### src/rtl/rxp_pkg.sv
package rxp_pkg;
  localparam int STAT_W      = 2;
  localparam int STAT_CLOSED = 0;
  localparam int STAT_OVR    = 1;
  localparam int LANE_W      = 8;
endpackage

### src/rtl/rxp_packer.sv
module rxp_packer #(
  parameter int BYTES = 4,
  parameter int CW    = 3,
  parameter int DW    = 32
) (
  input  logic          clk,
  input  logic          rst_n,
  input  logic          byte_valid,
  input  logic [7:0]    byte_data,
  input  logic          match_en,
  input  logic [7:0]    match_char,
  input  logic          gap_expired,
  input  logic          room,
  output logic          push,
  output logic [DW-1:0] push_row,
  output logic [CW-1:0] push_cnt,
  output logic          drop,
  output logic          busy
);
  logic [DW-1:0] acc_q, acc_d, ins_row;
  logic [CW-1:0] fill_q, fill_d;
  logic          hit, last;

  for (genvar i = 0; i < BYTES; i++) begin : g_lane
    assign ins_row[i*8 +: 8] = (fill_q == CW'(i)) ? byte_data : acc_q[i*8 +: 8];
  end

  assign hit  = match_en && (byte_data == match_char);
  assign last = (fill_q == CW'(BYTES-1));
  assign busy = (fill_q != '0);

  always_comb begin
    push     = 1'b0;
    drop     = 1'b0;
    push_row = ins_row;
    push_cnt = fill_q + CW'(1);
    acc_d    = acc_q;
    fill_d   = fill_q;
    if (byte_valid) begin
      if (hit || last) begin
        if (room) begin
          push   = 1'b1;
          acc_d  = '0;
          fill_d = '0;
        end else begin
          drop = 1'b1;
        end
      end else begin
        acc_d  = ins_row;
        fill_d = fill_q + CW'(1);
      end
    end else if (gap_expired && busy && room) begin
      push     = 1'b1;
      push_row = acc_q;
      push_cnt = fill_q;
      acc_d    = '0;
      fill_d   = '0;
    end
  end

  always_ff @(posedge clk or negedge rst_n) begin
    if (!rst_n) begin
      acc_q  <= '0;
      fill_q <= '0;
    end else begin
      acc_q  <= acc_d;
      fill_q <= fill_d;
    end
  end
endmodule

### src/rtl/rxp_gap_timer.sv
module rxp_gap_timer #(
  parameter int GAP_W = 8
) (
  input  logic             clk,
  input  logic             rst_n,
  input  logic [GAP_W-1:0] cfg_gap,
  input  logic             tick,
  input  logic             restart,
  input  logic             busy,
  output logic             expired
);
  logic [GAP_W-1:0] cnt_q;
  logic             enabled;

  assign enabled = (cfg_gap != '0);
  assign expired = enabled && (cnt_q >= cfg_gap);

  always_ff @(posedge clk or negedge rst_n) begin
    if (!rst_n) begin
      cnt_q <= '0;
    end else if (!enabled || restart || !busy) begin
      cnt_q <= '0;
    end else if (tick && (cnt_q < cfg_gap)) begin
      cnt_q <= cnt_q + GAP_W'(1);
    end
  end
endmodule

### src/rtl/rxp_row_fifo.sv
module rxp_row_fifo #(
  parameter int DEPTH = 4,
  parameter int CW    = 3,
  parameter int DW    = 32
) (
  input  logic          clk,
  input  logic          rst_n,
  input  logic          push,
  input  logic [DW-1:0] push_word,
  input  logic [CW-1:0] push_cnt,
  input  logic          pop_req,
  output logic [DW-1:0] head_word,
  output logic [CW-1:0] head_cnt,
  output logic          ready,
  output logic          full,
  output logic          room
);
  localparam int AW = (DEPTH > 1) ? $clog2(DEPTH) : 1;
  localparam int NW = AW + 1;

  logic [DW-1:0] mem_word [DEPTH];
  logic [CW-1:0] mem_cnt  [DEPTH];
  logic [AW-1:0] wr_ptr, rd_ptr;
  logic [NW-1:0] count_q, count_d;
  logic          pop;

  function automatic logic [AW-1:0] bump(input logic [AW-1:0] p);
    return (p == AW'(DEPTH-1)) ? '0 : p + AW'(1);
  endfunction

  assign full      = (count_q == NW'(DEPTH));
  assign pop       = pop_req && (count_q != '0);
  assign room      = !full || pop;
  assign head_word = mem_word[rd_ptr];
  assign head_cnt  = mem_cnt[rd_ptr];

  always_comb begin
    count_d = count_q;
    if (push && !pop)      count_d = count_q + NW'(1);
    else if (pop && !push) count_d = count_q - NW'(1);
  end

  always_ff @(posedge clk or negedge rst_n) begin
    if (!rst_n) begin
      wr_ptr  <= '0;
      rd_ptr  <= '0;
      count_q <= '0;
      ready   <= 1'b0;
    end else begin
      if (push) wr_ptr <= bump(wr_ptr);
      if (pop)  rd_ptr <= bump(rd_ptr);
      count_q <= count_d;
      ready   <= (count_d != '0);
    end
  end

  for (genvar i = 0; i < DEPTH; i++) begin : g_slot
    always_ff @(posedge clk or negedge rst_n) begin
      if (!rst_n) begin
        mem_word[i] <= '0;
        mem_cnt[i]  <= '0;
      end else if (push && (wr_ptr == AW'(i))) begin
        mem_word[i] <= push_word;
        mem_cnt[i]  <= push_cnt;
      end
    end
  end
endmodule

### src/rtl/rxp_status.sv
module rxp_status
  import rxp_pkg::*;
(
  input  logic              clk,
  input  logic              rst_n,
  input  logic [STAT_W-1:0] set,
  input  logic [STAT_W-1:0] clr,
  output logic [STAT_W-1:0] flags
);
  for (genvar i = 0; i < STAT_W; i++) begin : g_bit
    always_ff @(posedge clk or negedge rst_n) begin
      if (!rst_n)      flags[i] <= 1'b0;
      else if (set[i]) flags[i] <= 1'b1;
      else if (clr[i]) flags[i] <= 1'b0;
    end
  end
endmodule

### src/rtl/uart_rx_packer.sv
module uart_rx_packer
  import rxp_pkg::*;
#(
  parameter  int ROW_BYTES = 4,
  parameter  int DEPTH     = 4,
  parameter  int GAP_W     = 8,
  localparam int CW        = $clog2(ROW_BYTES + 1),
  localparam int DW        = LANE_W * ROW_BYTES
) (
  input  logic              clk,
  input  logic              rst_n,
  input  logic              byte_valid,
  input  logic [7:0]        byte_data,
  input  logic              tick,
  input  logic [GAP_W-1:0]  cfg_gap,
  input  logic              cfg_match_en,
  input  logic [7:0]        cfg_match_char,
  input  logic              rd_strobe,
  output logic [DW-1:0]     rd_word,
  output logic [CW-1:0]     rd_count,
  output logic              data_ready,
  output logic [STAT_W-1:0] stat_flags,
  input  logic [STAT_W-1:0] stat_clr
);
  logic          row_push, byte_drop, acc_busy, gap_exp, fifo_room, fifo_full;
  logic [DW-1:0] row_word;
  logic [CW-1:0] row_cnt;
  logic [STAT_W-1:0] stat_set;

  rxp_packer #(.BYTES(ROW_BYTES), .CW(CW), .DW(DW)) packer_i (
    .clk(clk), .rst_n(rst_n),
    .byte_valid(byte_valid), .byte_data(byte_data),
    .match_en(cfg_match_en), .match_char(cfg_match_char),
    .gap_expired(gap_exp), .room(fifo_room),
    .push(row_push), .push_row(row_word), .push_cnt(row_cnt),
    .drop(byte_drop), .busy(acc_busy)
  );

  rxp_gap_timer #(.GAP_W(GAP_W)) gap_i (
    .clk(clk), .rst_n(rst_n), .cfg_gap(cfg_gap), .tick(tick),
    .restart(byte_valid), .busy(acc_busy), .expired(gap_exp)
  );

  rxp_row_fifo #(.DEPTH(DEPTH), .CW(CW), .DW(DW)) fifo_i (
    .clk(clk), .rst_n(rst_n),
    .push(row_push), .push_word(row_word), .push_cnt(row_cnt),
    .pop_req(rd_strobe),
    .head_word(rd_word), .head_cnt(rd_count),
    .ready(data_ready), .full(fifo_full), .room(fifo_room)
  );

  always_comb begin
    stat_set              = '0;
    stat_set[STAT_CLOSED] = row_push;
    stat_set[STAT_OVR]    = byte_drop;
  end

  rxp_status status_i (
    .clk(clk), .rst_n(rst_n), .set(stat_set), .clr(stat_clr), .flags(stat_flags)
  );
endmodule

### config.mk
export PLATFORM = sky130hd
export DESIGN_NAME = uart_rx_packer
export DESIGN_NICKNAME = d
export VERILOG_FILES = /design/src/rtl/rxp_pkg.sv /design/src/rtl/rxp_packer.sv /design/src/rtl/rxp_gap_timer.sv /design/src/rtl/rxp_row_fifo.sv /design/src/rtl/rxp_status.sv /design/src/rtl/uart_rx_packer.sv
export SDC_FILE = /design/constraint.sdc
export NUM_CORES = 1
export LEC_CHECK = 0
export BUFFER_PORTS_ARGS = -buffer_cell sky130_fd_sc_hd__buf_2
export CAP_MARGIN = 15
export CORE_MARGIN = 2
export CORE_UTILIZATION = 53
export DETAILED_ROUTE_END_ITERATION = 10
export GPL_TIMING_DRIVEN = 0
export PLACE_DENSITY = 0.74
export SLEW_MARGIN = 5
export SYNTH_ARGS = -nofsm -noshare
export SYNTH_HDL_FRONTEND = slang
export SYNTH_SLANG_ARGS = --single-unit
export TNS_END_PERCENT = 5
### constraint.sdc
create_clock -name clk -period 3 [get_ports clk]
set_clock_uncertainty 0.1 [all_clocks]
set_input_delay 0.15 -clock clk [delete_from_list [all_inputs] [get_ports clk]]
set_output_delay 0.15 -clock clk [all_outputs]
set_load 0.01 [all_outputs]
== Word level (Yosys, flattened, before mapping) ==
Index checks and enable logic that the tools add are counted.

* Output and inout port bits: 38
* Flip-flop bits (word level): 193
* Bits of input ports: 32
* Word-level logic and storage cells: 108

* Bitwise gates (word level): 1
* Add/sub/neg operators: 6
* Muxes and demuxes: 39
* Reductions and logical operators: 32
* Magnitude comparators: 3
* Eq/ne operators: 10

{| class="wikitable"
|+ Operator list
! operator !! count
|-
| 32-bit two-way mux || 8
|-
| 32-bit binary-select mux with 2-bit select || 1
|-
| 8-bit two-way mux || 6
|-
| 3-bit two-way mux || 10
|-
| 1-bit logical AND || 12
|-
| 1-bit two-way mux || 11
|-
| 3-bit nonzero test || 3
|-
| 8-bit by 1-bit adder with 8-bit output (second input constant) || 1
|-
| 8-bit == test || 1
|-
| 8-bit >= comparator || 1
|-
| 8-bit < comparator || 1
|-
| 2-bit nonzero test || 4
|-
| 8-bit nonzero test || 1
|-
| 3-bit by 1-bit adder with 3-bit output (second input constant) || 2
|-
| 3-bit binary-select mux with 2-bit select || 1
|-
| 2-bit == test (second input constant) || 3
|-
| 3-bit by 2-bit == test with 1-bit output (second input constant) || 2
|-
| 1-bit logical NOT || 5
|-
| 2-bit by 1-bit adder with 2-bit output (second input constant) || 2
|-
| 1-bit logical OR || 4
|-
| 2-bit two-way mux || 2
|-
| 3-bit by 1-bit == test with 1-bit output (second input constant) || 1
|-
| 3-bit == test (second input constant) || 1
|-
| 3-bit >= comparator (second input constant) || 1
|-
| 7 further kinds || 7
|}

== Logic depth before layout (Yosys ltp) ==
Gate-level depths: netlist (run 1).

* Depth in word-level cells: 11
* Mapped depth: 12
* Gate-level depth less buffers: 8

== Hierarchy ==
A second synthesis (run 1) with hierarchy kept.

* Cell total of the unflattened synthesis: 649
* Area, all modules: 9,389.0 µm²

{| class="wikitable"
|+ Modules (own cells, without submodules)
! module !! times used !! cells each !! area an instance (µm²)
|-
| rxp_row_fifo || 1 || 390 || 6,537.5
|-
| rxp_packer || 1 || 173 || 2,088.3
|-
| rxp_gap_timer || 1 || 80 || 690.7
|-
| rxp_status || 1 || 6 || 72.6
|}

== Worst setup path after synthesis (run 1) ==
No wires, ideal clock.

* Kind: reg-to-reg
* Start point: register gap_i.cnt_q[0]
* End point: register fifo_i.mem_cnt[6] (netlist bit)
* Path buffers: 3
* Arrival time: 2,502 ps
* Cell stages (with the launch flop): 12
* Required time: 2,775 ps
* Clock period less this slack: 2,726 ps
* Path slack: 274 ps
* Path through: dfrtp_1 inv_1 ha_1 nand2b_1 a2111oi_0 o21ai_1 a2bb2oi_4 buf_6 nand2b_1 buf_4 buf_6 mux2_2

* Word-level cells in the longest chain between the ends: 7

{| class="wikitable"
|+ RTL lines
! item !! line !! RTL
|-
| from (decl) || rxp_gap_timer.sv:12 || <nowiki>logic [GAP_W-1:0] cnt_q;</nowiki>
|-
| from (signal assigned) || rxp_gap_timer.sv:24 || <nowiki>cnt_q <= cnt_q + GAP_W'(1);</nowiki>
|-
| 8-bit >= comparator (*) || rxp_gap_timer.sv:16 || <nowiki>assign expired = enabled && (cnt_q >= cfg_gap);</nowiki>
|-
| 1-bit logical AND (*) || rxp_gap_timer.sv:16 ||
|-
| 1-bit logical AND (*) (2 in a row) || rxp_packer.sv:52 || <nowiki>end else if (gap_expired && busy && room) begin</nowiki>
|-
| 1-bit two-way mux || rxp_packer.sv:52 ||
|-
| 1-bit two-way mux || rxp_packer.sv:39 || <nowiki>if (byte_valid) begin</nowiki>
|-
| 1-bit logical AND || rxp_row_fifo.sv:62 || <nowiki>end else if (push && (wr_ptr == AW'(i))) begin</nowiki>
|-
| to (signal, indexed assignment) || rxp_row_fifo.sv:64 || <nowiki>mem_cnt[i] <= push_cnt;</nowiki>
|-
| to (decl) || rxp_row_fifo.sv:22 || <nowiki>logic [CW-1:0] mem_cnt [DEPTH];</nowiki>
|}

Every way passes the cells marked *; elsewhere a longest branch is shown, timed or not.
A chain may end at the register's enable or synchronous reset.

== Final worst setup path (run 1) ==
* Start point: register gap_i.cnt_q[0]
* End point: register fifo_i.mem_word[123] (netlist bit)

* Word-level cells in the longest chain between the ends: 7

{| class="wikitable"
|+ RTL lines
! item !! line !! RTL
|-
| 8-bit >= comparator (*) || rxp_gap_timer.sv:16 ||
|-
| 1-bit logical AND (*) || rxp_gap_timer.sv:16 ||
|-
| 1-bit logical AND (*) (2 in a row) || rxp_packer.sv:52 ||
|-
| 1-bit two-way mux || rxp_packer.sv:52 ||
|-
| 1-bit two-way mux || rxp_packer.sv:39 ||
|-
| 1-bit logical AND || rxp_row_fifo.sv:62 ||
|-
| to (signal, indexed assignment) || rxp_row_fifo.sv:63 || <nowiki>mem_word[i] <= push_word;</nowiki>
|-
| to (decl) || rxp_row_fifo.sv:21 || <nowiki>logic [DW-1:0] mem_word [DEPTH];</nowiki>
|}

Marked as above.

==> results of run 1 <==
[power breakdown]
part	internal [W]	leakage [nW]	switching, W
Sequential	0.00344	2.61	0.000457
Combinational	0.00182	2.37	0.00166
Clock	0.00117	0.276	0.00105
[state kept, by name, summed over array words and instances (netlist names)]
register         flops
fifo_i.count_q       3
fifo_i.mem_cnt      12
fifo_i.mem_word    128
fifo_i.rd_ptr        2
fifo_i.ready         1
fifo_i.wr_ptr        2
gap_i.cnt_q          8
packer_i.acc_q      32
packer_i.fill_q      3
status_i.flags       2
[cells in the mapped netlist, drive strengths merged, types with 2 or more instances]
cell type  instances  share of area, %
dfrtp            193                52
mux2             174                21
mux4              35               8.5
nand2             26               1.1
inv               25               1.0
buf               23               1.8
ha                22               3.0
a22o              16               1.5
mux2i             11               1.2
a32o               9              0.97
and2               9              0.61
nand2b             9              0.61
clkbuf             8              0.32
o21ai              8              0.43
a21oi              7              0.46
nor2               7              0.28
xor2               7              0.66
nor4               6              0.41
o21a               5              0.41
xnor2              5              0.47
nand3              4              0.22
a21o               3              0.24
nor3               3              0.16
a21boi             2              0.20
nand4              2              0.14
nor4b              2              0.19
o211ai             2              0.16
o22ai              2              0.14
or3                2              0.14
or4                2              0.16
[per-layer routing]
| layer | global-route usage (%) | part of all wire (%) | wire length, um | vias to the layer above |
|---|---|---|---|---|
| met1 | 30.6 | 41 | 8540 | 2996 |
| met4 | 7.58 | 1.7 | 355 | 0 |
| li1 | - | - | - | 2565 |
| met5 | 0 | 0 | 0 | - |
| met2 | 41.4 | 51 | 10600 | 158 |
| met3 | 4.33 | 5.6 | 1150 | 35 |
[metrics by stage]
stage / cells / setup slack, ps / TNS, ps / utilization [%] / hold WS, ps
2_1_floorplan: 641 / 274 / 0 / - / -246
3_3_place_gp: 935 / -1150 / -223130 / 57.5 / 244
3_5_place_dp: 936 / -199 / -20560 / 57.8 / 50.9
4_1_cts: 971 / -4.44 / -10.8 / 61.5 / 3.58
5_1_grt: 976 / -24.1 / -365 / 62.0 / 31.7
6_report: 976 / 75.0 / 0 / 62.0 / 25.3
[kinds of logic after synthesis]
logic type	count (synthesis)	share of synthesized area, %
and+or+nand+nor	76	4.27
muxes	220	30.9
DFF	193	52.2
adders and majority gates	22	2.97
AOI/OAI and AO/OA	62	5.45
xor gates and xnor gates	12	1.14
buffers and inverters	56	3.14
[area by class of cell]
class | instances | area [um^2] | area share, %
multi-input combinational | 392 | 4180 | 39.2
clock inverter | 15 | 153 | 1.43
buffer | 31 | 241 | 2.27
sequential | 193 | 4830 | 45.3
inverter | 25 | 93.8 | 0.881
clock buffer | 17 | 425 | 3.99
tap | 225 | 282 | 2.64
timing repair buffer | 78 | 450 | 4.23
[worst max-delay path, delay by kind of cell (launching register included)]
| family | cells | cell delay [ps] |
|---|---|---|
| AO/OA/AOI/OAI | 3 | 1060 |
| adder cells (fa/ha/maj) | 1 | 270 |
| buffers and inverters | 1 | 90 |
| flip-flops | 1 | 390 |
| multiplexers | 2 | 720 |
| AND/OR/NAND/NOR | 1 | 180 |
[timing repair]
item | CTS | global route
setup endpoints to repair | 154 | 126
gates resized for setup | 10 | 12
pin swaps | 1 | 2
hold buffers | 3 | 0
buffers inserted | 0 | 5
hold endpoints to repair | 73 | 0
gates cloned | 0 | 0
[placed cells by master (no fill, tap or decap), types with 4 or more instances in the layout]
| cell | instances |
|---|---|
| dfrtp_1 | 193 |
| mux2_2 | 171 |
| buf_2 | 71 |
| mux4_2 | 35 |
| nand2_1 | 26 |
| inv_1 | 22 |
| ha_1 | 22 |
| clkbuf_16 | 17 |
| a22o_1 | 16 |
| buf_4 | 12 |
| mux2i_1 | 11 |
| nand2b_1 | 9 |
| and2_1 | 9 |
| a32o_1 | 9 |
| clkbuf_1 | 7 |
| xor2_1 | 7 |
| nor2_1 | 7 |
| nor4_1 | 6 |
| xnor2_1 | 5 |
| o21a_1 | 5 |
| a21oi_1 | 5 |
| buf_6 | 5 |
| o21ai_0 | 5 |
| nand3_1 | 4 |
| buf_8 | 4 |
| clkinv_4 | 4 |
[worst max path at each step]
stage                           endpoint  slack (ps)           start  cells past startpoint
floorplan              fifo_i.mem_cnt[6]         270  gap_i.cnt_q[0]                     11
finish              fifo_i.mem_word[123]          80  gap_i.cnt_q[0]                      8
global placement     fifo_i.mem_word[22]       -1150           rst_n                      1
global route         fifo_i.mem_word[90]         -20  gap_i.cnt_q[0]                      8
detailed placement   fifo_i.mem_word[71]        -200  gap_i.cnt_q[0]                     11
CTS                  fifo_i.mem_word[75]          -4  gap_i.cnt_q[0]                     11
==> results.toml, run 1 <==
[synth]
syn-num-nets = 695
syn_inst = 641
yosys_warnings = 0
synthArstFlopShare_pct = 100
ys_ff_latch = 193
syn_avg_cell_area_um2 = 14.4
ys_seq_area_share_pct = 52.2
synth_enable_flop_cells = 0
synthesis.area_um2 = 9260
synthDistinctLibCells = 50
synthFlopType = "dfrtp_1"

[place]
placed_cell_area_um2 = 9920
place_congestion = 0.827
dp_hpwl_mm = 14.2
port_buffers = 69

[global_routing]
antenna_found_initial = 0
grt.overflow.total = 0
grt_pass1_vias = 6258
grt_max_degree = 123
grt.total_usage_pct = 23.9
grt_first_pass_wirelength_mm = 33.1

[floorplanning]
coreArea_um2 = 17200
io_pins = 70
die_h_um = 136
die_area_um2 = 18500
rows = 48
start_util_pct = 53.9
die_w_um = 136

[timing]
worst_slew_pin_slew_ps = 782
setup_viol = 0
timing.fmax_mhz = 342
hold_violations = 0
grt_setup_unrepaired = "yes"
drv_slew = 0
relSlewSlack_pct = 47.6
fin_crit_ps = 2920
fin_crit_sh_pct = 97.5

[routing]
ant_nets = 0
drt-pass1-iter-count = 4
drt-initial-drc-count = 350
post_drt_wl_per_cell_um = 21.1
drc = 0
vias = 5754
drt_wl_total_mm = 20.6
routed_via_density = 5.90

[cts]
cts.sinks = 193
clockRootBuffer = "clkbuf_16"
insertion_delay_ps = 430
cts_buffers = 17
htree_levels = 4
path_clk_slew_ps = 70
tritoncts = "yes"
cts_buffer_depth = 2

[final_layout]
stdcell_area_um2 = 10700
num-fill-cells = 1336
layout-drive-gt1-share_pct = 46.2
syn2layout_area_growth_pct = 15.0
n_antenna_cell = 0
nets = 792

[setup_path]
r2r_start = "gap_i.cnt_q[0]"
crit_path_frequent_cell = "mux2_2"
r2r_cells = 8
path_cells = "inv_1, ha_1, nand2b_1, a2111oi_4, o21ai_4, a21boi_2, mux2_2, mux2_2"
critPathKind = "flip-flop to flip-flop"
critPathCaptureType = "flip-flop"
cp.required_ps = 3220
crit_path_max_fanout = 8
max_stage_delay_ps = 520
slowest_stage = "a21boi_2"
rrSetupSlack_ps = 80
r2r_end = "fifo_i.mem_word[123]"
start_kind = "flip-flop"
critPathArrivalTime_ps = 3150

[power]
vdd_drop_max_mv = 0.507
p_leak_nw = 5.25
totalPowerFinal_w = 0.00959
powerDensity_nw_per_um2 = 901

[min_path]
hp-class = "input pin to flip-flop"
hold_path_startpoint = "byte_data[0]"
min_to = "packer_i.acc_q[8]"
hold_path_depth = 2

[job]
drv_cap = 0

[status]
status = "complete, no violations"
(Power assumes the default switching activity.)
==> run 2: changes to the inputs <==
--- a/config.mk
+++ b/config.mk
@@ -8,10 +8,11 @@
 export BUFFER_PORTS_ARGS = -buffer_cell sky130_fd_sc_hd__buf_2
 export CAP_MARGIN = 15
 export CORE_MARGIN = 2
-export CORE_UTILIZATION = 53
+export CORE_UTILIZATION = 28
+export CTS_BUF_LIST = sky130_fd_sc_hd__clkbuf_8 sky130_fd_sc_hd__clkbuf_16
 export DETAILED_ROUTE_END_ITERATION = 10
 export GPL_TIMING_DRIVEN = 0
-export PLACE_DENSITY = 0.74
+export PLACE_DENSITY = 0.45
 export SLEW_MARGIN = 5
 export SYNTH_ARGS = -nofsm -noshare
 export SYNTH_HDL_FRONTEND = slang
==> constraint.sdc (replaced) <==
create_clock -name clk -period 2.7 [get_ports clk]
set_clock_uncertainty 0.1 [all_clocks]
set_input_delay 0.135 -clock clk [delete_from_list [all_inputs] [get_ports clk]]
set_output_delay 0.135 -clock clk [all_outputs]
set_load 0.01 [all_outputs]
==> results.toml, run 2 (synthesis gave the netlist of run 1 again) <==
[setup_path]
r2r_cells = 11
critPathCaptureType = "flip-flop"
start_kind = "flip-flop"
critPathArrivalTime_ps = 2970
r2r_start = "gap_i.cnt_q[0]"
crit_path_max_fanout = 5
cp.required_ps = 2920
critPathLaunch = "gap_i.cnt_q[0]"
critPathKind = "flip-flop to flip-flop"

[floorplanning]
die_w_um = 186
start_util_pct = 28.5
io_pins = 70
rows = 66
die_h_um = 186
coreArea_um2 = 32500
die_area_um2 = 34500

[routing]
post_drt_wl_per_cell_um = 20.2
drt-pass1-iter-count = 4
ant_nets = 0
drt_wl_total_mm = 24.4
drt-initial-drc-count = 197
vias = 5750
drc = 0
routed_via_density = 4.75

[min_path]
hp-class = "input pin to flip-flop"
hold_path_startpoint = "byte_data[1]"
hold_path_depth = 2

[cts]
cts.sinks = 193
path_clk_slew_ps = 80
cts_buffer_depth = 2
cts_buffers = 17
clockRootBuffer = "clkbuf_16"
htree_levels = 4
insertion_delay_ps = 440
tritoncts = "yes"

[power]
p_comb_share_pct = 38.9
p_sw_share_pct = 33.1
power.share.clock_pct = 23.2
p_seq_share_pct = 37.9
power_switching_w = 0.00379
p_leak_nw = 5.69
totalPowerFinal_w = 0.0114
powerDensity_nw_per_um2 = 982
p_int_w = 0.00765
vdd_drop_max_mv = 0.436

[place]
place_inst = 1153
placed_cell_area_um2 = 10200
place_congestion = 0.756
port_buffers = 69
dp_hpwl_mm = 16.3

[timing]
worst_slew_pin_slew_ps = 630
fin_crit_sh_pct = 102
relSlewSlack_pct = 57.6
grt_setup_unrepaired = "yes"
timing.fmax_mhz = 363
fin_ws_ps = -51.5
hold_violations = 0
fin_crit_ps = 2750
setup_viol = 33
drv_slew = 0
setup-tns-final_ps = -903

[final_layout]
num-fill-cells = 3141
nets = 809
final_cells = 1210
syn2layout_area_growth_pct = 25.8
top_regs = "fifo_i.mem_word (128), packer_i.acc_q (32), fifo_i.mem_cnt (12)"
layout.area.seq_um2 = 4830
stdcell_area_um2 = 11600
regMostFlops = "fifo_i.mem_word"
multiInputGateArea_um2 = 4460
final_common_cell = "dfrtp_1"
layout-drive-gt1-share_pct = 49.7
final_cell_mix = "dfrtp_1 (193), mux2_2 (117), buf_2 (70)"
final_util_pct = 35.8
largest_reg_flops = 128

[global_routing]
grt_max_degree = 123
grt_first_pass_wirelength_mm = 36.7
grt.overflow.total = 0
grt_pass1_vias = 6256
grt.total_usage_pct = 14.3
antenna_found_initial = 0

[job]
drv_cap = 0

[status]
violations = "negative setup slack"
status = "complete, but fails checks"
[run 2: changes by cell type in the layout (fill, tap and decap cells not counted), sizes merged]
cell,previous run,this run
buf,94,110
clkbuf,27,30
clkinvlp,3,0
clkdlybuf4s15,2,0
inv,31,33
bufinv,1,2
clkinv,5,4
diode,0,1
[run 2: final timing paths]
kind | slack [ps] | end
min in group asynchronous | 140 | gap_i.cnt_q[5]
worst max register to register | -50 | fifo_i.mem_word[88]
max in group asynchronous | 1320 | packer_i.acc_q[2]
worst min-delay path | 60 | packer_i.acc_q[9]
worst min register to register | 390 | packer_i.acc_q[26]
worst max-delay path | -50 | fifo_i.mem_word[88]
[run 2: worst max-delay path, cell delays in order, from the launching register on]
cell	delay, ps
dfrtp_1	420
inv_2	90
ha_4	190
nand2b_4	140
a2111oi_4	410
o21ai_4	120
a2bb2oi_4	200
buf_6	150
nand2b_4	170
buf_12	160
clkbuf_16	170
mux2_4	300
[run 2: power groups by stage]
| stage | clock network (W) | logic, W | registers [W] |
|---|---|---|---|
| global route | 0.00284 | 0.00485 | 0.00445 |
| global placement | 0 | 0.00379 | 0.00427 |
| finish | 0.00265 | 0.00445 | 0.00434 |
| CTS | 0.00272 | 0.00412 | 0.00432 |
| floorplan | 0 | 0.00281 | 0.00420 |
| detailed placement | 0 | 0.00396 | 0.00437 |
[run 2: final cells by class]
| class | instances | area share (%) |
|---|---|---|
| tap | 442 | 4.75 |
| antenna | 1 | 0.0215 |
| buffer | 31 | 3.21 |
| multi-input combinational | 392 | 38.3 |
| clock buffer | 17 | 3.65 |
| timing repair buffer | 95 | 6.14 |
| inverter | 25 | 0.806 |
| sequential | 193 | 41.5 |
| clock inverter | 14 | 1.61 |
[run 2: what timing repair did]
| item | 4_1_cts | 5_1_grt |
|---|---|---|
| hold endpoints to repair | 73 | 0 |
| endpoints found under the setup margin | 210 | 142 |
| hold buffers | 3 | 0 |
| pin swaps | 5 | 7 |
| buffers inserted | 7 | 11 |
| gates resized for setup | 58 | 77 |
| cloned | 0 | 4 |
[run 2: metal layers]
layer	up-vias	routed length (um)	track usage, %
met5	-	0	0
met4	0	154	2.96
met3	9	596	2.50
met2	91	12200	24.8
met1	3058	11400	18.7
li1	2592	-	-
[run 2: metrics by stage]
stage / hold slack (ps) / setup slack [ps]
floorplan: -261 / 25.3
global placement: 228 / -1650
detailed placement: 41.9 / -468
CTS: 38.2 / -72.7
global route: 51.0 / -129
finish: 63.8 / -51.5
